<file path="src/rtl/exc_pkg.sv">
package exc_pkg;

    typedef enum logic [1:0] {
        CAUSE_NONE = 2'd0,
        CAUSE_OVF  = 2'd1,
        CAUSE_MEMF = 2'd2
    } cause_e;

    typedef enum logic {
        ST_IDLE = 1'b0,
        ST_HOLD = 1'b1
    } seq_state_e;

endpackage

</file>
<file path="src/rtl/exc_prio_sel.sv">
// Picks the oldest pending exception: the memory stage holds the older
// instruction, so its fault outranks an execute-stage overflow.
module exc_prio_sel
    import exc_pkg::*;
#(
    parameter int XLEN = 32
) (
    input  logic            ex_ovf,
    input  logic [XLEN-1:0] ex_pc,
    input  logic            mem_fault,
    input  logic [XLEN-1:0] mem_pc,
    output logic            any_exc,
    output logic            sel_mem,
    output cause_e          cause,
    output logic [XLEN-1:0] pc
);
    always_comb begin
        any_exc = ex_ovf | mem_fault;
        sel_mem = mem_fault;
        if (mem_fault) begin
            cause = CAUSE_MEMF;
            pc    = mem_pc;
        end else if (ex_ovf) begin
            cause = CAUSE_OVF;
            pc    = ex_pc;
        end else begin
            cause = CAUSE_NONE;
            pc    = '0;
        end
    end
endmodule

</file>
<file path="src/rtl/exc_seq_fsm.sv">
// Two-state sequencer: accept in idle, then hold until the redirect lands.
module exc_seq_fsm
    import exc_pkg::*;
(
    input  logic clk,
    input  logic rst_n,
    input  logic any_exc,
    input  logic redir_fetched,
    output logic take
);
    seq_state_e state_q, state_d;

    always_ff @(posedge clk) begin
        if (!rst_n) state_q <= ST_IDLE;
        else        state_q <= state_d;
    end

    always_comb begin
        state_d = state_q;
        unique case (state_q)
            ST_IDLE: if (any_exc)       state_d = ST_HOLD;  // accept
            ST_HOLD: if (redir_fetched) state_d = ST_IDLE;  // release
            default:                    state_d = ST_IDLE;
        endcase
    end

    always_comb begin
        take = 1'b0;
        unique case (state_q)
            ST_IDLE: take = any_exc;
            ST_HOLD: take = 1'b0;
            default: take = 1'b0;
        endcase
    end
endmodule

</file>
<file path="src/rtl/exc_ctrl.sv">
module exc_ctrl
    import exc_pkg::*;
#(
    parameter int              XLEN        = 32,
    parameter logic [XLEN-1:0] HANDLER_VEC = 32'h8000_0180
) (
    input  logic            clk,
    input  logic            rst_n,
    input  logic            ex_ovf,
    input  logic [XLEN-1:0] ex_pc,
    input  logic            mem_fault,
    input  logic [XLEN-1:0] mem_pc,
    input  logic            redir_fetched,
    output logic            flush_ifid,
    output logic            flush_idex,
    output logic            flush_exmem,
    output logic            wb_suppress,
    output logic            epc_we,
    output logic [XLEN-1:0] epc_data,
    output logic            cause_we,
    output logic [1:0]      cause_data,
    output logic            redirect_valid,
    output logic [XLEN-1:0] redirect_pc
);
    logic            any_exc, sel_mem, take;
    cause_e          sel_cause;
    logic [XLEN-1:0] sel_pc;

    exc_prio_sel #(.XLEN(XLEN)) u_prio (
        .ex_ovf    (ex_ovf),
        .ex_pc     (ex_pc),
        .mem_fault (mem_fault),
        .mem_pc    (mem_pc),
        .any_exc   (any_exc),
        .sel_mem   (sel_mem),
        .cause     (sel_cause),
        .pc        (sel_pc)
    );

    exc_seq_fsm u_fsm (
        .clk           (clk),
        .rst_n         (rst_n),
        .any_exc       (any_exc),
        .redir_fetched (redir_fetched),
        .take          (take)
    );

    // Squash the faulting instruction and everything younger; for an EX
    // overflow the EX/MEM flush removes the faulting instruction's MEM/WB.
    always_comb begin
        flush_ifid     = take;
        flush_idex     = take;
        flush_exmem    = take;
        wb_suppress    = take & sel_mem;
        epc_we         = take;
        epc_data       = take ? sel_pc : '0;
        cause_we       = take;
        cause_data     = take ? sel_cause : CAUSE_NONE;
        redirect_valid = take;
        redirect_pc    = HANDLER_VEC;
    end
endmodule

</file>
<file path="config.mk">
export PLATFORM = sky130hd
export DESIGN_NAME = exc_ctrl
export DESIGN_NICKNAME = d
export VERILOG_FILES = /design/src/rtl/exc_pkg.sv /design/src/rtl/exc_prio_sel.sv /design/src/rtl/exc_seq_fsm.sv /design/src/rtl/exc_ctrl.sv
export SDC_FILE = /design/constraint.sdc
export NUM_CORES = 1
export LEC_CHECK = 0
export BUFFER_PORTS_ARGS = -buffer_cell sky130_fd_sc_hd__buf_2
export CAP_MARGIN = 40
export CORE_ASPECT_RATIO = 1.2
export CORE_MARGIN = 2
export CORE_UTILIZATION = 28
export CTS_CLUSTER_DIAMETER = 50
export CTS_CLUSTER_SIZE = 25
export DETAILED_ROUTE_END_ITERATION = 12
export PLACE_DENSITY = 0.77
export RECOVER_POWER = 100
export SYNTH_ARGS = -nofsm -noshare
export SYNTH_HDL_FRONTEND = slang
export SYNTH_SLANG_ARGS = --single-unit
</file>
<file path="constraint.sdc">
create_clock -name clk -period 1.05 [get_ports clk]
set_input_delay 0.0525 -clock clk [delete_from_list [all_inputs] [get_ports clk]]
set_output_delay 0.0525 -clock clk [all_outputs]
set_load 0.005 [all_outputs]
</file>
# [Yosys cells after proc, flatten, opt, wreduce, memory -nomap -nowiden]
# Cells that the tools add are included.
[word_totals] register_bits=1 in_bits=69 output_inout_bits=73 wordCells=14
[op_classes] n_mux=10 bitwise=3
[op_table] op="$mux 32" count=3
[op_table] op="$mux 2" count=2
[op_table] op="$pmux 1 s2" count=2
[op_table] op="$mux 1" count=3
[op_table] op="$and 1x1->1" count=1
[op_table] op="$not 1->1" count=1
[op_table] op="$or 1x1->1" count=1

# [Logic depth before layout (Yosys ltp)]
[logic_depth] ltp_word=3 mapped_depth=5

# [Modules after synthesis]
# Synthesis repeated with hierarchy kept, for this count alone.
[unflattened] hier_cells=128 hier_area_um2=994.7
[by_module_without_submodules] mod="exc_ctrl" n_inst=1 cells_each=77 area_per_inst_um2=563.0 seq_area_each_um2=0.0
[by_module_without_submodules] mod="exc_prio_sel" n_inst=1 cells_each=47 area_per_inst_um2=384.1 seq_area_each_um2=0.0
[by_module_without_submodules] mod="exc_seq_fsm" n_inst=1 cells_each=4 area_per_inst_um2=47.5 seq_area_each_um2=20.0

# [Worst setup path after synthesis]
# OpenSTA, ideal clock, no wires.
[synth_path] path_kind="register -> output" start="register u_fsm.state_q" end="output epc_we" t_arrival_ns=1.038 t_required_ns=0.998 slack_ns=-0.041 path_stages_with_launch=5 n_path_buf=3 cell_sequence="dfxtp_1 > buf_2 > buf_2 > nor2_1 > buf_4"
[synth_via] elab_chain_cells=2
[synth_rtl] element="start: declaration" line="exc_seq_fsm.sv:11" rtl="seq_state_e state_q, state_d;"
[synth_rtl] element="start signal: assignment" line="exc_seq_fsm.sv:15" rtl="else state_q <= state_d;"
[synth_rtl] element="$not 1->1" line="exc_seq_fsm.sv:29" rtl="unique case (state_q)"
[synth_rtl] element="$pmux 1 s2 *" line="exc_seq_fsm.sv:29"
[synth_rtl] element="end: declaration" line="exc_ctrl.sv:18" rtl="output logic epc_we,"
# Every way passes the cells marked *; elsewhere a longest branch is shown, timed or not.

# [Final worst setup path]
[layout_path] start="register u_fsm.state_q" end="register u_fsm.state_q"
[layout_via] elab_chain_cells=2
[layout_rtl] element="$not 1->1" line="exc_seq_fsm.sv:20" rtl="unique case (state_q)"
[layout_rtl] element="$pmux 1 s2 *" line="exc_seq_fsm.sv:20"
# Marks and branches as above.
# A chain may end at the register's enable or synchronous reset.

==> flow_summary.toml <==
[yosys]
ys.flop_type = "dfxtp_1"
synth_cell_types = 16
yosysSeqAreaShare_pct = 1.937
yosysWarningCount = 0
syn_inst = 158
synth-edff-count = 0
postSynthRegisterBits = 1
syn_area_mm2 = 0.001033
syn_avg_cell_area_um2 = 6.541
synth_top_area_share_pct = 30.51
async_flop_share_pct = 0
synth_common_cells = "buf_4, nand3b_1, nand2_1"
ys_top_cells_by_area = "buf_4, nand3b_1, a21oi_1"
yosysTopAreaCell = "buf_4"
synth_most_common_cell = "buf_4"

[drt]
dr.pass1.iters = 4
route.met3.wl_um = 270
drc = 0
via_count = 1250
routed_wl_um = 2806
wl_met2_um = 1492
routedWlPerCell_um = 9.676
antenna_left = 0
top_layer_used = "met3"
drt_iter0_drc = 20
wl_met1_um = 1043
drt-vias-per-instance = 4.310

[place]
hpwl_um = 2295
dpl-instance-area_mm2 = 0.001470
portBuffers = 109
routabilityCongestion = 0.6980

[sta]
slew_violations = 0
period_share_pct = 90.03
setup_viol = 0
setup-tns-final_ns = 0
period_needed_ns = 0.9453
rsz0062_at_grt = "no"
skew_ns = 0
final-hold-violation-count = 0
fmax_mhz = 1058

[clock_network]
cts_resized = 0
worstSkewPairLatency_ns = 0
hold_buffers = 0
cts_setup_buffers = 0
path_clk_slew_ns = 0

[pwr]
pwr-share-clk_pct = 0
swShare_pct = 46.40
p_leak_nw = 0.7398
pwr-share-comb_pct = 92.5
power.density_mw_per_mm2 = 425.4
p_total_w = 0.0006062
p_switching_w = 0.0002813
intPower_w = 0.0003250
ir_drop_uv = 190.7
seq_power_share_pct = 7.5

[final_layout]
drive_above_1_share_pct = 46.61
syn_to_final_growth_pct = 37.89
largest_reg_flops = 1
fin_nets = 322
utilization_pct = 39.88
reg.largest.list = "u_fsm.state_q: 1 flops"
regMostFlops = "u_fsm.state_q"
final_area_mm2 = 0.001425
antennaDiodeCount = 0

[grt]
antenna_found_initial = 0
grt_pass1_vias = 1014
track_usage_pct = 11.50
grt_pass1_wl_um = 4119
grt_max_degree = 39
grt-ovfl-total = 0

[die]
die_h_um = 70.55
die_x_um = 59.46
core_area_mm2 = 0.003573
pin_count = 142
initial_core_util_pct = 28.92
die-area_mm2 = 0.004195
rows = 24

[outcome]
run_status = "completed"

[setup_path]
crit_fanout = 19
arrival_ns = 0.82
crit_required_ns = 0.93
path_class = "reg -> reg"
cp-end-kind = "register"
start_kind = "register"

[flow_run]
drv_cap = 0

[hold_path]
hp-class = "in -> reg"
[layout make-up]
cell class | instances | area (um^2)
repair buffers | 116 | 623.1
flip-flops and latches | 1 | 20.02
well taps | 39 | 48.80
multi-input cells | 134 | 733.2
fillers | 387 | 2148
[metal layers]
metal | global-route usage (%) | up-vias
met5 | 0 | -
met4 | 0 | 0
met3 | 0.5484 | 0
met2 | 24.91 | 75
met1 | 11.99 | 532
li1 | - | 643
[critical path, stage by stage (launching register included)]
cell and delay, ns:
dfxtp_1 0.31, buf_4 0.21, o311a_1 0.30
[kinds of logic after synthesis]
family	synth area share, %
and+or+nand+nor	39.71
other	0.7267
AOI/OAI and AO/OA	20.10
buffers and inverters	37.53
DFF	1.937
[cells in the final DEF (no fill, tap or decap), types with 2 or more instances in the layout]
| cell type | netlist | layout |
|---|---|---|
| conb_1 | 2 | 32 |
| nand2_1 | 23 | 23 |
| clkbuf_2 | 1 | 15 |
| buf_4 | 42 | 2 |
| clkbuf_1 | 1 | 18 |
| nand2_2 | 10 | 10 |
| buf_2 | 6 | 77 |
| nand3b_1 | 32 | 32 |
| a21oi_1 | 22 | 24 |
| buf_12 | 0 | 4 |
| a21oi_2 | 10 | 8 |
[path summary, 6_finish.rpt]
kind / start / to / cells past startpoint / slack, ns
worst max-delay path: u_fsm.state_q$_SDFF_PN0_ / u_fsm.state_q$_SDFF_PN0_ / 2 / 0.10
worst min-delay path: rst_n / u_fsm.state_q$_SDFF_PN0_ / 2 / 0.32
worst max register to register: u_fsm.state_q$_SDFF_PN0_ / u_fsm.state_q$_SDFF_PN0_ / 2 / 0.10
worst min register to register: u_fsm.state_q$_SDFF_PN0_ / u_fsm.state_q$_SDFF_PN0_ / 3 / 0.72
[metrics by stage]
stage | std cells | setup WS, ns | hold slack (ns)
floorplan | 188 | 0.05347 | 0.1950
global placement | 290 | 0.1473 | 0.3099
global route | 290 | 0.04202 | 0.3254
finish | 290 | 0.1047 | 0.3160
CTS | 290 | 0.1262 | 0.3173
detailed placement | 290 | 0.1267 | 0.3173
[power groups by stage]
stage               combinational [W]  sequential [W]  clock [W]
floorplan                    0.000412       0.0000425          0
global placement             0.000575       0.0000470          0
detailed placement           0.000587       0.0000475          0
CTS                          0.000589       0.0000475          0
global route                 0.000626       0.0000459          0
finish                       0.000561       0.0000455          0
Power figures use the tool's default switching activity.
